## config.mk

```make
export PLATFORM = sky130hd
export DESIGN_NAME = trig_repeater
export DESIGN_NICKNAME = d
export VERILOG_FILES = /design/src/rtl/trig_repeater_pkg.sv /design/src/rtl/trig_sync.sv /design/src/rtl/trig_qualify.sv /design/src/rtl/trig_timer.sv /design/src/rtl/trig_repeater.sv
export SDC_FILE = /design/constraint.sdc
export NUM_CORES = 1
export LEC_CHECK = 0
export ABC_AREA = 1
export BUFFER_PORTS_ARGS = -buffer_cell sky130_fd_sc_hd__buf_2
export CORE_MARGIN = 2
export CORE_UTILIZATION = 63
export CTS_CLUSTER_DIAMETER = 60
export DETAILED_ROUTE_END_ITERATION = 10
export GPL_TIMING_DRIVEN = 0
export PLACE_DENSITY = 0.81
export REMOVE_ABC_BUFFERS = 1
export SLEW_MARGIN = 5
export SYNTH_ARGS = -nofsm -noshare
export SYNTH_HDL_FRONTEND = slang
export SYNTH_SLANG_ARGS = --single-unit
```

## constraint.sdc

```tcl
create_clock -name clk -period 2.51 [get_ports clk]
set_input_delay 0.1255 -clock clk [delete_from_list [all_inputs] [get_ports clk]]
set_output_delay 0.1255 -clock clk [all_outputs]
set_load 0.005 [all_outputs]
```

## src/rtl/trig_repeater_pkg.sv

```systemverilog
`timescale 1ns/1ps
package trig_repeater_pkg;
  typedef enum logic [1:0] {
    ST_IDLE = 2'd0,
    ST_FIRE = 2'd1,
    ST_HOLD = 2'd2
  } rep_state_t;
endpackage

```

## src/rtl/trig_sync.sv

```systemverilog
`timescale 1ns/1ps
// Multi-stage synchroniser for one asynchronous level.
module trig_sync #(
  parameter int STAGES = 2
) (
  input  logic clk,
  input  logic rst,
  input  logic d,
  output logic q
);
  logic [STAGES-1:0] chain;

  generate
    if (STAGES == 1) begin : g_one
      always_ff @(posedge clk) begin
        if (rst) chain <= '0;
        else     chain <= d;
      end
    end else begin : g_many
      always_ff @(posedge clk) begin
        if (rst) chain <= '0;
        else     chain <= {chain[STAGES-2:0], d};
      end
    end
  endgenerate

  assign q = chain[STAGES-1];
endmodule

```

## src/rtl/trig_qualify.sv

```systemverilog
`timescale 1ns/1ps
// Glitch qualifier: the history of samples (current at bit 0) must cover MASK.
module trig_qualify #(
  parameter int              MASK_W = 6,
  parameter logic [MASK_W-1:0] MASK = '1
) (
  input  logic clk,
  input  logic rst,
  input  logic sample,
  output logic qual
);
  logic [MASK_W-1:0] window;

  generate
    if (MASK_W == 1) begin : g_w1
      assign window = sample;
    end else begin : g_wn
      logic [MASK_W-2:0] hist;
      always_ff @(posedge clk) begin
        if (rst) hist <= '0;
        else     hist <= {hist[MASK_W-3 >= 0 ? MASK_W-3 : 0:0], sample};
      end
      assign window = {hist, sample};
    end
  endgenerate

  assign qual = sample && ((window & MASK) == MASK);
endmodule

```

## src/rtl/trig_timer.sv

```systemverilog
`timescale 1ns/1ps
// Pulse length and guard window sequencing.
module trig_timer
  import trig_repeater_pkg::*;
#(
  parameter int PULSE_LEN = 30,
  parameter int LOCK_LEN  = 30,
  parameter int MASK_W    = 6
) (
  input  logic clk,
  input  logic rst,
  input  logic level,
  input  logic qual,
  output logic pulse_q,
  output logic ind_q
);
  localparam int WIN = PULSE_LEN + LOCK_LEN;
  localparam int PW  = $clog2(PULSE_LEN + 1);
  localparam int WW  = $clog2(WIN + 1);

  rep_state_t    state;
  logic [PW-1:0] pcnt;
  logic [WW-1:0] wcnt;

  always_ff @(posedge clk) begin
    if (rst) begin
      state   <= ST_IDLE;
      pcnt    <= '0;
      wcnt    <= '0;
      pulse_q <= 1'b0;
      ind_q   <= 1'b0;
    end else begin
      case (state)
        ST_IDLE: begin
          if (qual) begin
            state   <= ST_FIRE;
            pcnt    <= PW'(1);
            wcnt    <= WW'(MASK_W);
            pulse_q <= 1'b1;
            ind_q   <= 1'b1;
          end
        end
        ST_FIRE: begin
          wcnt <= wcnt + 1'b1;
          if (pcnt == PW'(PULSE_LEN)) begin
            state   <= ST_HOLD;
            pulse_q <= 1'b0;
            ind_q   <= 1'b0;
          end else begin
            pcnt <= pcnt + 1'b1;
          end
        end
        ST_HOLD: begin
          if (wcnt == WW'(WIN)) begin
            if (level) begin
              state   <= ST_FIRE;
              pcnt    <= PW'(1);
              wcnt    <= WW'(1);
              pulse_q <= 1'b1;
              ind_q   <= 1'b1;
            end else begin
              state <= ST_IDLE;
              wcnt  <= '0;
            end
          end else begin
            wcnt <= wcnt + 1'b1;
          end
        end
        default: state <= ST_IDLE;
      endcase
    end
  end
endmodule

```

## src/rtl/trig_repeater.sv

```systemverilog
`timescale 1ns/1ps
module trig_repeater #(
  parameter int                PULSE_LEN   = 30,
  parameter int                LOCK_LEN    = 30,
  parameter int                MASK_W      = 6,
  parameter logic [MASK_W-1:0] MASK        = '1,
  parameter int                SYNC_STAGES = 2
) (
  input  logic clk,
  input  logic rst,
  input  logic trig_in,
  output logic pulse_out,
  output logic ind_out
);
  logic s_level;
  logic s_qual;

  trig_sync #(.STAGES(SYNC_STAGES)) u_sync (
    .clk (clk),
    .rst (rst),
    .d   (trig_in),
    .q   (s_level)
  );

  trig_qualify #(.MASK_W(MASK_W), .MASK(MASK)) u_qual (
    .clk    (clk),
    .rst    (rst),
    .sample (s_level),
    .qual   (s_qual)
  );

  trig_timer #(.PULSE_LEN(PULSE_LEN), .LOCK_LEN(LOCK_LEN), .MASK_W(MASK_W)) u_timer (
    .clk     (clk),
    .rst     (rst),
    .level   (s_level),
    .qual    (s_qual),
    .pulse_q (pulse_out),
    .ind_q   (ind_out)
  );
endmodule

```

-- Word level (Yosys, flattened, before mapping)
Index checks and enable logic that the tools add are counted.
- flip-flop bits (word level): 21
- latch bits: 0
- RAM bits: 0
- ROM bits: 0
- input bits: 3
- output and inout bits: 2
- word-level logic and storage cells: 44
- memories kept: 0
- add/subtract/negate cells: 2
- $mul: 0
- div/mod/pow operators: 0
- order comparisons: 0
- equal/unequal tests: 10
- shifts and indexed selects: 0
- multiplexer cells: 19
- bitwise operators: 0
- reduce and logical (&&, ||, !) cells: 7
- operator list (cell ; number):
    $mux W5 ; 4
    $pmux W6 S3 ; 1
    $pmux W5 S3 ; 1
    $eq A6 B6 Y1 const B ; 2
    $mux W6 ; 2
    $reduce_and A5 Y1 ; 2
    $add A6 B1 Y6 const B ; 1
    $mux W1 ; 6
    $mux W2 ; 3
    $ne A2 B2 Y1 const B ; 3
    $pmux W2 S3 ; 1
    $add A5 B1 Y5 const B ; 1
    $eq A5 B5 Y1 const B ; 1
    $ne A2 B1 Y1 const B ; 2
    $pmux W1 S3 ; 1
    $reduce_and A3 Y1 ; 1
    $reduce_bool A3 Y1 ; 1
    $eq A2 B1 Y1 const B ; 1
    $eq A2 B2 Y1 const B ; 1
    $logic_not A2 Y1 ; 1
    $reduce_and A2 Y1 ; 1
    $logic_and A1 B1 Y1 ; 1

-- Longest topological paths before layout
- depth after elaboration: 4
- mapped depth: 11
- mapped depth without buffers: 11

-- Modules after synthesis
Synthesis repeated with hierarchy kept, for this count alone.
- cell total of the unflattened synthesis: 172
- area total of the unflattened synthesis: 1199.9 sq um
- modules (own cells, without submodules) (module ; instances ; cells each ; area each (sq um) ; seq. area each (sq um)):
    trig_timer ; 1 ; 144 ; 978.4 ; 280.3
    trig_qualify ; 1 ; 22 ; 166.4 ; 100.1
    trig_sync ; 1 ; 6 ; 55.1 ; 40.0

-- Worst setup path before layout
OpenSTA, ideal clock, no wires.
- kind: register to register
- start point: register u_timer.state[0]
- end point: register u_timer.pcnt[0]
- setup time: 0.117 ns
- arrival: 1.239 ns
- setup slack: 1.155 ns
- stages on the path, launching flop included: 9
- clock period less this slack: 1.355 ns
- path through: dfxtp_1 > inv_1 > ha_1 > nand2_1 > nand2_1 > nor2_4 > nand2_4 > nor3_1 > nor2_1
- cells in the longest elaborated chain, start to end: 3
- ends and longest elaborated chain (what ; line ; text):
    start, declared ; trig_timer.sv:21 ; rep_state_t state;
    start signal, assigned ; trig_timer.sv:27 ; state <= ST_IDLE;
    start signal, assigned ; trig_timer.sv:36 ; state <= ST_FIRE;
    start signal, assigned ; trig_timer.sv:46 ; state <= ST_HOLD;
    $eq A2 B1 Y1, or another cell as far along ; trig_timer.sv:33 ; case (state)
    $ne A2 B2 Y1 (no line), or another cell as far along ; -- ;
    $reduce_and A5 Y1 (no line) ; -- ;
    end signal, assigned ; trig_timer.sv:50 ; pcnt <= pcnt + 1'b1;
    end, declared ; trig_timer.sv:22 ; logic [PW-1:0] pcnt;
Parallel ways exist; a longest one is shown, timed or not.
A chain may end at the register's enable or synchronous reset.

-- Final worst setup path
Same ends and word-level chain as after synthesis.

==> out/qor.yml <==
grt-ovfl-total: 0
fp-row-count: 15
die-area_um2: 2180
p_leak_uw: 0.000507
crit_path_top_delay_cell: "dfxtp_1"
hold_viol: 0
grt_max_degree: 17
die_x_um: 46.7
crit_path_max_incr_delay_ns: 0.42
io_buffers: 4
cts_made_buffers: 3
worstPathRequired_ns: 2.72
cts_root_buffer: "clkbuf_4"
drc: 0
powerDensity_nw_per_um2: 916
clock_skew_ns: 0.00773
grt_usage_pct: 23.1
clkLatencyLatePin_ns: 0.31
first_pass_iters: 4
fmax_mhz: 640
wl_mm: 2.11
core_um2: 1730
cp.buffers_inverters: 1
nets: 181
slew-limit-headroom_pct: 81.4
multiInputGateArea_um2: 608
synth_area_leader_cell: "dfxtp_1"
post_drt_wl_per_cell_um: 10.9
synth_edf_count: 0
ant_nets: 0
ir_worst_vdd_mv: 0.640
vias: 1006
grt_pass1_vias: 883
start_kind: "register"
yosys_warnings: 0
worst_slew_pin_slew_ns: 0.279
antenna_found_initial: 0
syn-cell-area_um2: 1150
ys.flop_type: "dfxtp_1"
htree_levels: 1
critical-path-top-delay-family: "simple AND/OR/NAND/NOR gates"
arrival_ns: 1.78
clock_path_buffers: 2
min_from: "rst"
r2r_slack_ns: 0.95
tritoncts: "yes"
fin_crit_ns: 1.56
cp-end-kind: "register"
setup_tns_ns: 0
outcome: "completed"
clk_pin_slew_worst_paths_ns: 0.12
finalCritPeriodShare_pct: 62.2
syn_inst: 162
n_antenna_cell: 0
worstSetupStartpoint: "u_timer.state[0]$_SDFFE_PP0P_"
grt_first_pass_wirelength_mm: 3.53
drtIter0Drc: 19
routabilityCongestion: 0.844
cp_cell_sequence: "inv_1 -> ha_1 -> nand2_1 -> nand2_1 -> nor2_4 -> nand2_4 -> nor3_1 -> nor2_1"
die_h_um: 46.7
seq_area_frac_synth_pct: 36.6
cts_hold_buffers: 1
timing.rr.start: "u_timer.state[0]$_SDFFE_PP0P_"
start_util_pct: 66.4
yosys-top-cells-count: "nand2_1, inv_1, dfxtp_1, nor2_1, nand3_1"
ctsResizeCount: 0
viasPerCell: 5.21
nFillCells: 152
yosysMostFrequentCell: "nand2_1"
rsz0062_at_grt: "no"
worstSetupPathType: "register to register"
postCtsSetupBuffers: 0
final-setup-viol-count: 0
cp_max_fo: 6
avgSynthCellArea_um2: 7.08
hold_path_class: "input port to register"
drv_cap: 0
synthTopCellsByArea: "dfxtp_1, nand2_1, ha_1"
final_util_pct: 70.7
dp_hpwl_mm: 1.59
drv_slew: 0
critPathMostFrequentCell: "nand2_1"
layout.area.seq_um2: 420
netlist.area_leader.share_pct: 36.6
synthArstFlopShare_pct: 0
power_uw: 1120
synth_cell_types: 24
areaGrowthSynthToFinish_pct: 6.43
layout-drive-gt1-share_pct: 11.3
ys_ff_latch: 21
cts_sinks: 21
io_pins: 5
-- cells by family (layout without fill, tap and decap cells) --
family	after synthesis	in the layout	share of synthesized area [%]
AOI/OAI and AO/OA	22	22	10.1
adders and majority gates	9	9	9.81
DFF	21	21	36.6
xor gates and xnor gates	4	4	3.05
and+or+nand+nor	76	76	30.0
buffers and inverters	30	36	10.4
-- worst reg2reg max path, stage by stage, from the launching register on --
cell	delay [ns]
dfxtp_1	0.42
inv_1	0.10
ha_1	0.26
nand2_1	0.13
nand2_1	0.09
nor2_4	0.17
nand2_4	0.10
nor3_1	0.14
nor2_1	0.05
-- worst paths after layout --
path | endpoint | depth (start not counted)
hold reg to reg | u_sync.chain[1]$_SDFF_PP0_ | 2
setup / recovery | u_timer.pcnt[0]$_SDFFE_PP0P_ | 8
hold / removal | u_qual.g_wn.hist[0]$_SDFF_PP0_ | 2
setup reg to reg | u_timer.pcnt[0]$_SDFFE_PP0P_ | 8
-- sequential cells by signal, summed over array words and instances, names as in the netlist --
signal	cells
u_timer.pcnt	5
u_qual.g_wn.hist	5
u_timer.state	2
u_timer.ind_q	1
u_sync.chain	2
u_timer.wcnt	6
-- metrics by stage --
stage          std cells  setup WS, ns  hold slack, ns  instance area [µm²]
2_1_floorplan        159          1.15           0.195                 1130
3_3_place_gp         188          1.04           0.333                 1180
3_5_place_dp         188         0.978           0.339                 1180
4_1_cts              193         0.947           0.142                 1220
5_1_grt              193         0.817           0.166                 1220
6_report             193         0.948           0.146                 1220
-- report_power, final --
group	switching, µW	leakage, µW	internal [µW]
clock network	107	0.0000177	59.6
registers	51.2	0.000171	381
logic	347	0.000318	173
total	505	0.000507	613
-- layer usage --
layer  up-vias  GRT usage, %  wire length, µm
li1        515             -                -
met1       464          27.9              923
met2        22          39.2             1050
met3         5          3.53               82
met4         0          11.7               46
met5         -             0                0
-- layout by cell type, fill, tap and decap left out --
| master | instances |
|---|---|
| nor2_2 | 2 |
| a21oi_1 | 13 |
| nand2_4 | 1 |
| o21bai_1 | 1 |
| nor2_1 | 19 |
| clkinv_1 | 1 |
| dlygate4sd3_1 | 1 |
| nand2_1 | 31 |
| nand3_1 | 15 |
| inv_1 | 25 |
| nor2_4 | 1 |
| xnor2_1 | 1 |
| or2_2 | 1 |
| inv_4 | 1 |
| buf_2 | 4 |
| o21ai_2 | 1 |
| ha_1 | 9 |
| nor3_1 | 1 |
| dfxtp_1 | 21 |
| xor2_1 | 3 |
| nand3_2 | 1 |
| nand4_1 | 1 |
| nand2_2 | 3 |
| clkinv_2 | 1 |
| clkbuf_4 | 3 |
| o21ai_0 | 7 |
-- cell type report --
type                            instances  share of cell area [%]
Tap cell                               25                    2.56
Multi-Input combinational cell        111                    49.8
Inverter                               27                    8.50
Sequential cell                        21                    34.4
Clock inverter                          1                   0.410
Clock buffer                            3                    1.84
Timing Repair Buffer                    5                    2.46
(Power assumes the default switching activity.)
